File: src/rtl/cast_pkg.sv
package cast_pkg;

  localparam int CLS_N     = 4;
  localparam int CLS_IDX_W = $clog2(CLS_N);

  typedef enum logic [1:0] {
    PM_NONE = 2'd0,
    PM_L2   = 2'd1,
    PM_IP   = 2'd2,
    PM_RSVD = 2'd3
  } parseMode_e;

  typedef enum logic [CLS_IDX_W-1:0] {
    CLS_L2_MC = 2'd0,
    CLS_L2_BC = 2'd1,
    CLS_L3_MC = 2'd2,
    CLS_L3_BC = 2'd3
  } castClass_e;

  // Strobes from control to datapath
  typedef struct packed {
    logic [CLS_N-1:0]     inc;
    logic [CLS_N-1:0]     clr;
    logic                 rd;
    logic [CLS_IDX_W-1:0] sel;
  } castStrobes_t;

endpackage

File: src/rtl/cast_ctrl.sv
module cast_ctrl
  import cast_pkg::*;
#(
  parameter int MAC_W = 48,
  parameter int IP_W  = 128,
  parameter int V4_W  = 32
) (
  input  logic                 pktDone,
  input  logic                 pktDrop,
  input  logic [1:0]           parseMode,
  input  logic [MAC_W-1:0]     dstMac,
  input  logic                 ipValid,
  input  logic                 ipIsV6,
  input  logic [IP_W-1:0]      dstIp,
  input  logic                 rdEn,
  input  logic [CLS_IDX_W-1:0] rdAddr,
  input  logic                 clrOnRead,
  output castStrobes_t         strobes
);

  // group bit: LSB of the first transmitted byte
  localparam int GROUP_BIT = MAC_W - 8;

  logic       dropHit;
  logic       l2Mode;
  logic       l3On;
  logic       macBcast;
  logic       macMcast;
  logic [7:0] v4Top;
  logic [7:0] v6Top;
  logic       l3Mcast;
  logic       l3Bcast;

  always_comb begin
    dropHit  = pktDone && pktDrop;
    l2Mode   = (parseMode == PM_L2);
    l3On     = (l2Mode && ipValid) || (parseMode == PM_IP);

    macBcast = &dstMac;
    macMcast = dstMac[GROUP_BIT] && !macBcast;

    v4Top    = dstIp[V4_W-1 -: 8];
    v6Top    = dstIp[IP_W-1 -: 8];
    l3Mcast  = ipIsV6 ? (v6Top == 8'hFF) : (v4Top[7:4] == 4'hE);
    l3Bcast  = !ipIsV6 && (v4Top == 8'hFF);
  end

  always_comb begin
    strobes = '0;
    strobes.inc[CLS_L2_MC] = dropHit && l2Mode && macMcast;
    strobes.inc[CLS_L2_BC] = dropHit && l2Mode && macBcast;
    strobes.inc[CLS_L3_MC] = dropHit && l3On && l3Mcast;
    strobes.inc[CLS_L3_BC] = dropHit && l3On && l3Bcast;
    strobes.rd  = rdEn;
    strobes.sel = rdAddr;
    for (int i = 0; i < CLS_N; i++) begin
      strobes.clr[i] = rdEn && clrOnRead && (rdAddr == CLS_IDX_W'(i));
    end
  end

endmodule

File: src/rtl/cast_sat_counter.sv
module cast_sat_counter #(
  parameter int CNT_W = 32
) (
  input  logic             clk,
  input  logic             rstN,
  input  logic             inc,
  input  logic             clr,
  output logic [CNT_W-1:0] value
);

  localparam logic [CNT_W-1:0] CNT_MAX = '1;
  localparam logic [CNT_W-1:0] CNT_ONE = CNT_W'(1);

  always_ff @(posedge clk) begin
    if (!rstN) begin
      value <= '0;
    end else if (clr) begin
      value <= inc ? CNT_ONE : '0;
    end else if (inc && (value != CNT_MAX)) begin
      value <= value + CNT_ONE;
    end
  end

endmodule

File: src/rtl/cast_dpath.sv
module cast_dpath
  import cast_pkg::*;
#(
  parameter int CNT_W = 32
) (
  input  logic             clk,
  input  logic             rstN,
  input  castStrobes_t     strobes,
  output logic [CNT_W-1:0] rdData
);

  logic [CNT_W-1:0] cntVal [CLS_N];

  for (genvar g = 0; g < CLS_N; g++) begin : gen_cnt
    cast_sat_counter #(.CNT_W(CNT_W)) u_cnt (
      .clk   (clk),
      .rstN  (rstN),
      .inc   (strobes.inc[g]),
      .clr   (strobes.clr[g]),
      .value (cntVal[g])
    );
  end

  always_ff @(posedge clk) begin
    if (!rstN) begin
      rdData <= '0;
    end else if (strobes.rd) begin
      rdData <= cntVal[strobes.sel];
    end
  end

endmodule

File: src/rtl/cast_drop_counters.sv
module cast_drop_counters
  import cast_pkg::*;
#(
  parameter int CNT_W = 32,
  parameter int MAC_W = 48,
  parameter int IP_W  = 128
) (
  input  logic             clk,
  input  logic             rstN,
  input  logic             pktDone,
  input  logic             pktDrop,
  input  logic [1:0]       parseMode,
  input  logic [MAC_W-1:0] dstMac,
  input  logic             ipValid,
  input  logic             ipIsV6,
  input  logic [IP_W-1:0]  dstIp,
  input  logic             rdEn,
  input  logic [1:0]       rdAddr,
  input  logic             clrOnRead,
  output logic [CNT_W-1:0] rdData
);

  castStrobes_t strobes;

  cast_ctrl #(.MAC_W(MAC_W), .IP_W(IP_W)) u_ctrl (
    .pktDone   (pktDone),
    .pktDrop   (pktDrop),
    .parseMode (parseMode),
    .dstMac    (dstMac),
    .ipValid   (ipValid),
    .ipIsV6    (ipIsV6),
    .dstIp     (dstIp),
    .rdEn      (rdEn),
    .rdAddr    (rdAddr),
    .clrOnRead (clrOnRead),
    .strobes   (strobes)
  );

  cast_dpath #(.CNT_W(CNT_W)) u_dpath (
    .clk     (clk),
    .rstN    (rstN),
    .strobes (strobes),
    .rdData  (rdData)
  );

endmodule

File: config.mk
export PLATFORM = sky130hd
export DESIGN_NAME = cast_drop_counters
export DESIGN_NICKNAME = d
export VERILOG_FILES = /design/src/rtl/cast_pkg.sv /design/src/rtl/cast_ctrl.sv /design/src/rtl/cast_sat_counter.sv /design/src/rtl/cast_dpath.sv /design/src/rtl/cast_drop_counters.sv
export SDC_FILE = /design/constraint.sdc
export NUM_CORES = 1
export LEC_CHECK = 0
export ABC_AREA = 0
export BUFFER_PORTS_ARGS = -buffer_cell sky130_fd_sc_hd__buf_2
export CAP_MARGIN = 5
export CORE_MARGIN = 5
export CORE_UTILIZATION = 58
export DETAILED_ROUTE_END_ITERATION = 8
export PLACE_DENSITY_LB_ADDON = 0.12
export RECOVER_POWER = 100
export REMOVE_ABC_BUFFERS = 1
export SKIP_LAST_GASP = 1
export SLEW_MARGIN = 5
export SYNTH_ARGS = -nofsm -noshare
export SYNTH_HDL_FRONTEND = slang
export SYNTH_SLANG_ARGS = --single-unit
File: constraint.sdc
create_clock -name clk -period 4.15 [get_ports clk]
set_input_delay 0.415 -clock clk [delete_from_list [all_inputs] [get_ports clk]]
set_output_delay 0.415 -clock clk [all_outputs]
set_load 0.03 [all_outputs]
# Yosys cells after proc, flatten, opt, wreduce, memory -nomap -nowiden
# Cells that the tools add are included.
[classes]
n_addsub = 4
n_lt_le_gt_ge = 1
n_eq_ne = 12
muxes = 16
bitwise = 1
reduce_logical = 28
[op_table]
columns = ["cell", "n"]
rows = [
  ["$mux 32", 10],
  ["$add 32x1->32 const B", 4],
  ["$ne 32x32->1 const B", 4],
  ["$bmux 32 s2", 1],
  ["$reduce_and 48->1", 1],
  ["$logic_and 1x1->1", 19],
  ["$eq 8x8->1 const B", 2],
  ["$reduce_bool 2->1", 4],
  ["$eq 2x2->1 const B", 3],
  ["$mux 1", 5],
  ["$eq 2x1->1 const B", 2],
  ["$eq 4x4->1 const B", 1],
  ["$ge 3x3->1 const B", 1],
  ["$not 2->3", 1],
  ["$logic_not 1->1", 2],
  ["$logic_not 2->1", 1],
  ["$logic_or 1x1->1", 1],
]
[word_totals]
register_bits = 160
input_bits = 188
output_inout_bits = 32
elab_cells = 67

# Logic depth before layout (Yosys ltp)
[logic_depth]
ltp_word = 8
ltp_mapped = 11
ltp_nobuf = 7

# Modules after synthesis
# From an unflattened synthesis, not the netlist that was laid out.
[unflattened]
hier_cells = 1057
area_unflattened_um2 = 9181.3
[by_module_without_submodules]
columns = ["module", "n_inst", "cells_per_inst", "area_each_um2"]
rows = [
  ["cast_sat_counter", 4, 208, 1731.7],
  ["cast_dpath", 1, 182, 2005.7],
  ["cast_ctrl", 1, 43, 249.0],
]

# Worst setup path after synthesis
# No wires, ideal clock.
[synth_path]
kind = "input -> register"
startpoint = "input dstMac[30]"
endpoint = "register u_dpath.gen_cnt[1].u_cnt.value[18]"
setup_time_ns = 0.070
t_arrival_ns = 2.089
t_required_ns = 4.080
path_slack_ns = 1.991
stages = 7
cell_sequence = "nand4_1 -> nor4_4 -> nand4_4 -> or2_1 -> buf_6 -> or4_1 -> a21oi_1"
[synth_between]
elab_chain_cells = 4
[synth_lines]
columns = ["element", "line_no", "text"]
rows = [
  ["start: declaration", "cast_drop_counters.sv:13", "input logic [MAC_W-1:0] dstMac,"],
  ["$reduce_and 48->1", "cast_ctrl.sv:39", "macBcast = &dstMac;"],
  ["$logic_and 1x1->1", "cast_ctrl.sv:51", "strobes.inc[CLS_L2_BC] = dropHit && l2Mode && macBcast;"],
  ["$logic_and 1x1->1", "cast_sat_counter.sv:19", "end else if (inc && (value != CNT_MAX)) begin"],
  ["$reduce_bool 2->1 (no source line)", "n/a", ""],
  ["end signal: assignment", "cast_sat_counter.sv:18", "value <= inc ? CNT_ONE : '0;"],
  ["end signal: assignment", "cast_sat_counter.sv:20", "value <= value + CNT_ONE;"],
  ["end: declaration", "cast_sat_counter.sv:8", "output logic [CNT_W-1:0] value"],
]
# Every way passes these cells.
# A chain may end at the register's enable or synchronous reset.

# Worst setup path in the final report
[layout_path]
startpoint = "register u_dpath.gen_cnt[2].u_cnt.value[19]"
endpoint = "register u_dpath.gen_cnt[2].u_cnt.value[9]"
[layout_between]
elab_chain_cells = 3
[layout_lines]
columns = ["element", "line_no"]
rows = [
  ["start: declaration", "cast_sat_counter.sv:8"],
  ["start signal: assignment", "cast_sat_counter.sv:18"],
  ["start signal: assignment", "cast_sat_counter.sv:20"],
  ["$ne 32x32->1", "cast_sat_counter.sv:19"],
  ["$logic_and 1x1->1", "cast_sat_counter.sv:19"],
  ["$reduce_bool 2->1 (no source line)", "n/a"],
]
# Every way passes these cells.

==> out/qor.csv <==
stage;metric;value;unit
run_status;run status;complete, but fails checks;
run_status;violated checks;max-capacitance violations, max-slew violations;
worst_setup_path;worst setup path category;reg -> reg;
die;die footprint;17800;um^2
sta;measured slew at the worst slew-check pin;1502;ps
die;row cnt;45;
routing;Final ANT Viol Nets;0;
die;Starting Density;0.5857;
final_layout;Syn-to-layout area delta;12.63;%
routing;residual DRC count;0;
clocking;Resized Gates After CTS;0;
worst_setup_path;CP Capture Type;register;
placement;Detailed Place HPWL;17820;um
final_layout;Finished Core Util;0.6596;
synthesis;cell count after synthesis;984;
placement;Port-buffer cells;107;
power;Pwr per Cell Area;324.3;nW/um^2
die;core box area;15090;um^2
clocking;Post-CTS Hold Buffers;0;
routing;drt pass-1 iters;6;
run;Max-cap violations;1;
die;die width;133.4;um
power;Max VDD drop;290.8;uV
clocking;CTS root buf;clkbuf_16;
placement;DP Area;9480;um^2
sta;Max Freq;297.2;MHz
synthesis;Synth warnings;0;
grt;Total Routing Usage GR;0.2725;
grt;largest net degree at the start of global routing;32;
clocking;CTS tree;yes;
synthesis;ys async rst share;0;
sta;Final WS setup;784.7;ps
routing;Vias/cell;6.215;
die;die span in y;133.4;um
clocking;Post-CTS Setup Bufs;0;
synthesis;cells taking the most area after synthesis;dfxtp_1 36%, mux4_2 8.2%, xnor2_1 5.1%;
worst_setup_path;critical-path maximum fanout;10;
worst_setup_path;Setup crit start kind;register;
final_layout;Nets;1264;
sta;Final TNS setup;0;ps
power;Clk pwr share;0.481;
synthesis;most common flop cell mapped by yosys;dfxtp_1;
power;Switch Pwr;0.7044;mW
worst_setup_path;critical path arrival;3650;ps
sta;Tmin final;3365;ps
power;Flop pwr share;0.477;
final_layout;layout cells sized above 1;0.1513;
synthesis;sequential fraction of the synthesis area;0.3625;
die;I/O pin total;220;
grt;vias in the first global route;7402;
sta;Max Slew Vio Count;8;
synthesis;top cell type's share of synthesized area;0.3625;
worst_setup_path;critical path, cell by cell;nand4_1 > nor4b_1 > nand4_1 > nand3_1 > xor2_1 > nor2_1;
placement;pre-CTS worst setup slack;1198;ps
grt;global-route wire length before repair;38710;um
routing;number of DRC markers in iteration 0;670;
synthesis;Post-synth EDFFs;0;
placement;GPL Wtd Cong;0.8987;
sta;Final Hold Vio Count;0;
clocking;Clock Path Buffers;2;
synthesis;Synth cell types;60;
synthesis;register bit total from synthesis;160;
worst_setup_path;CP dominant cell by count;nand4_1;
clocking;CTS buffer count;17;
final_layout;Design Area, Final;9953;um^2
routing;post-DR wirelength/cell;18.97;um
sta;slew margin rel.;-0.01576;
synthesis;Mapped Area;8837;um^2
grt;initial antenna violation count;0;
power;P_int;2.524;mW
clocking;H-tree levels;4;
clocking;Clock Sink Count;160;
routing;DR vias;7905;
clocking;clock latency on the worst-skew pair;440;ps
worst_setup_path;Worst path slowest cell;nor4b_1;
sta;RSZ-0062 raised after global routing;false;
worst_setup_path;Worst Path Required;4440;ps
power;combinational share of power;0.043;
sta;Setup-failing EPs final;0;
sta;WHS;384.6;ps
routing;final wirelength;24130;um
worst_setup_path;Max stage delay on crit path;1300;ps
grt;total gr overflow;0;
synthesis;Post-Syn Area per Cell;8.981;um^2
final_layout;fillers;1306;
clocking;CTS clk-pin slew, worst paths;60;ps
power;Sw Ratio;0.2182;
sta;final clock skew;12.69;ps
sta;post-route clock period utilization;0.8109;
hold_path;Hold Path Class;in -> reg;
synthesis;Yosys top cell by area;dfxtp_1;
final_layout;ANT cells;0;
power;Pleak;3.349;nW
[cell usage in the layout (no fill, tap or decap), types with 7 or more instances in the layout]
master     netlist  routed
mux2i_1         35      35
buf_2           12      74
xor2_1          31      31
a21oi_1         39      39
nor2_1         104     104
inv_1           12      12
nand3_1         54      55
and3_1          28      28
and2_1          11       9
nor2b_1         33      33
clkbuf_16        0      17
xnor2_1         51      51
dfxtp_1        160     160
and4_1          19      19
nor4_1          17      19
nor3_1          34      33
or4_1            7       7
nand2_1         66      66
clkbuf_1        31      39
nand4_1         69      70
mux4_2          32      32
buf_4            1       9
o21ai_0         19      25
or3_1           30      30
[power by group through the flow]
stage | clock (mW) | combinational (mW) | sequential (mW)
final | 1.55 | 0.138 | 1.54
after global routing | 1.64 | 0.150 | 1.54
after CTS | 1.57 | 0.141 | 1.54
after detailed placement | 0 | 0.141 | 1.57
after global placement | 0 | 0.139 | 1.57
after floorplan | 0 | 0.0520 | 1.57
[per-stage QoR]
step,total power [mW],cells
6_report,3.228,1272
5_1_grt,3.329,1272
3_3_place_gp,1.711,1241
4_1_cts,3.253,1272
3_5_place_dp,1.713,1241
2_1_floorplan,1.624,933
[final timing paths]
kind | start | to | slack, ps | cells after the start
worst max register to register | u_dpath.gen_cnt[2].u_cnt.value[19]$_SDFFE_PN0P_ | u_dpath.gen_cnt[2].u_cnt.value[9]$_SDFFE_PN0P_ | 780 | 6
worst min-delay path | rstN | u_dpath.gen_cnt[0].u_cnt.value[0]$_SDFFE_PN0P_ | 380 | 2
worst min register to register | u_dpath.rdData[31]$_SDFFE_PN0P_ | u_dpath.rdData[31]$_SDFFE_PN0P_ | 510 | 2
worst max-delay path | u_dpath.gen_cnt[2].u_cnt.value[19]$_SDFFE_PN0P_ | u_dpath.gen_cnt[2].u_cnt.value[9]$_SDFFE_PN0P_ | 780 | 6
[cell usage after synthesis, drive strengths merged (6+ instances only)]
library cell and n:
dfxtp 160, nor2 104, nand4 72, nand2 66, nand3 56, xnor2 51
a21oi 39, mux2i 35, nor3 34, nor2b 33, mux4 32, clkbuf 31
xor2 31, or3 30, o21ai 29, and3 28, nor4 25, buf 20
and4 19, and2 12, inv 12, or4 7, nand4b 6, nor4b 6
[layer usage]
| metal | wire length (um) | up-vias | share of wire | track usage |
|---|---|---|---|---|
| met2 | 11130 | 311 | 0.46 | 0.4337 |
| met5 | 0 | - | 0 | 0 |
| met4 | 462 | 0 | 0.019 | 0.07829 |
| met3 | 2232 | 34 | 0.092 | 0.07251 |
| li1 | - | 3797 | - | - |
| met1 | 10310 | 3763 | 0.43 | 0.3675 |
[cell type report]
type / count / area (um^2) / area share
Multi-Input combinational cell: 761 / 5311 / 0.5336
Sequential cell: 160 / 3203 / 0.3218
Clock buffer: 22 / 474.2 / 0.04764
Tap cell: 188 / 235.2 / 0.02363
Timing Repair Buffer: 120 / 576.8 / 0.05795
Inverter: 12 / 45.04 / 0.004525
Clock inverter: 9 / 107.6 / 0.01081
[registers in the layout (all words and copies together) (netlist names)]
register	count
u_dpath.gen_cnt.u_cnt.value	128
u_dpath.rdData	32
[critical path, delay by kind of cell (launching register included)]
family | cells | cell delay, ps
xor+xnor | 1 | 200
simple gates | 5 | 2580
flops | 1 | 450
[logic make-up (layout without fill, tap and decap cells)]
| logic type | count (synthesis) | after routing | synth area share |
|---|---|---|---|
| multiplexers | 67 | 67 | 0.1212 |
| XOR/XNOR | 82 | 82 | 0.08127 |
| flip-flops | 160 | 160 | 0.3625 |
| adder cells (fa/ha/maj) | 4 | 4 | 0.005664 |
| AND/OR/NAND/NOR | 511 | 511 | 0.3286 |
| buffers and inverters | 63 | 163 | 0.03186 |
| AO/OA/AOI/OAI | 97 | 97 | 0.06895 |
No activity file was read; power rests on OpenSTA's default activity.
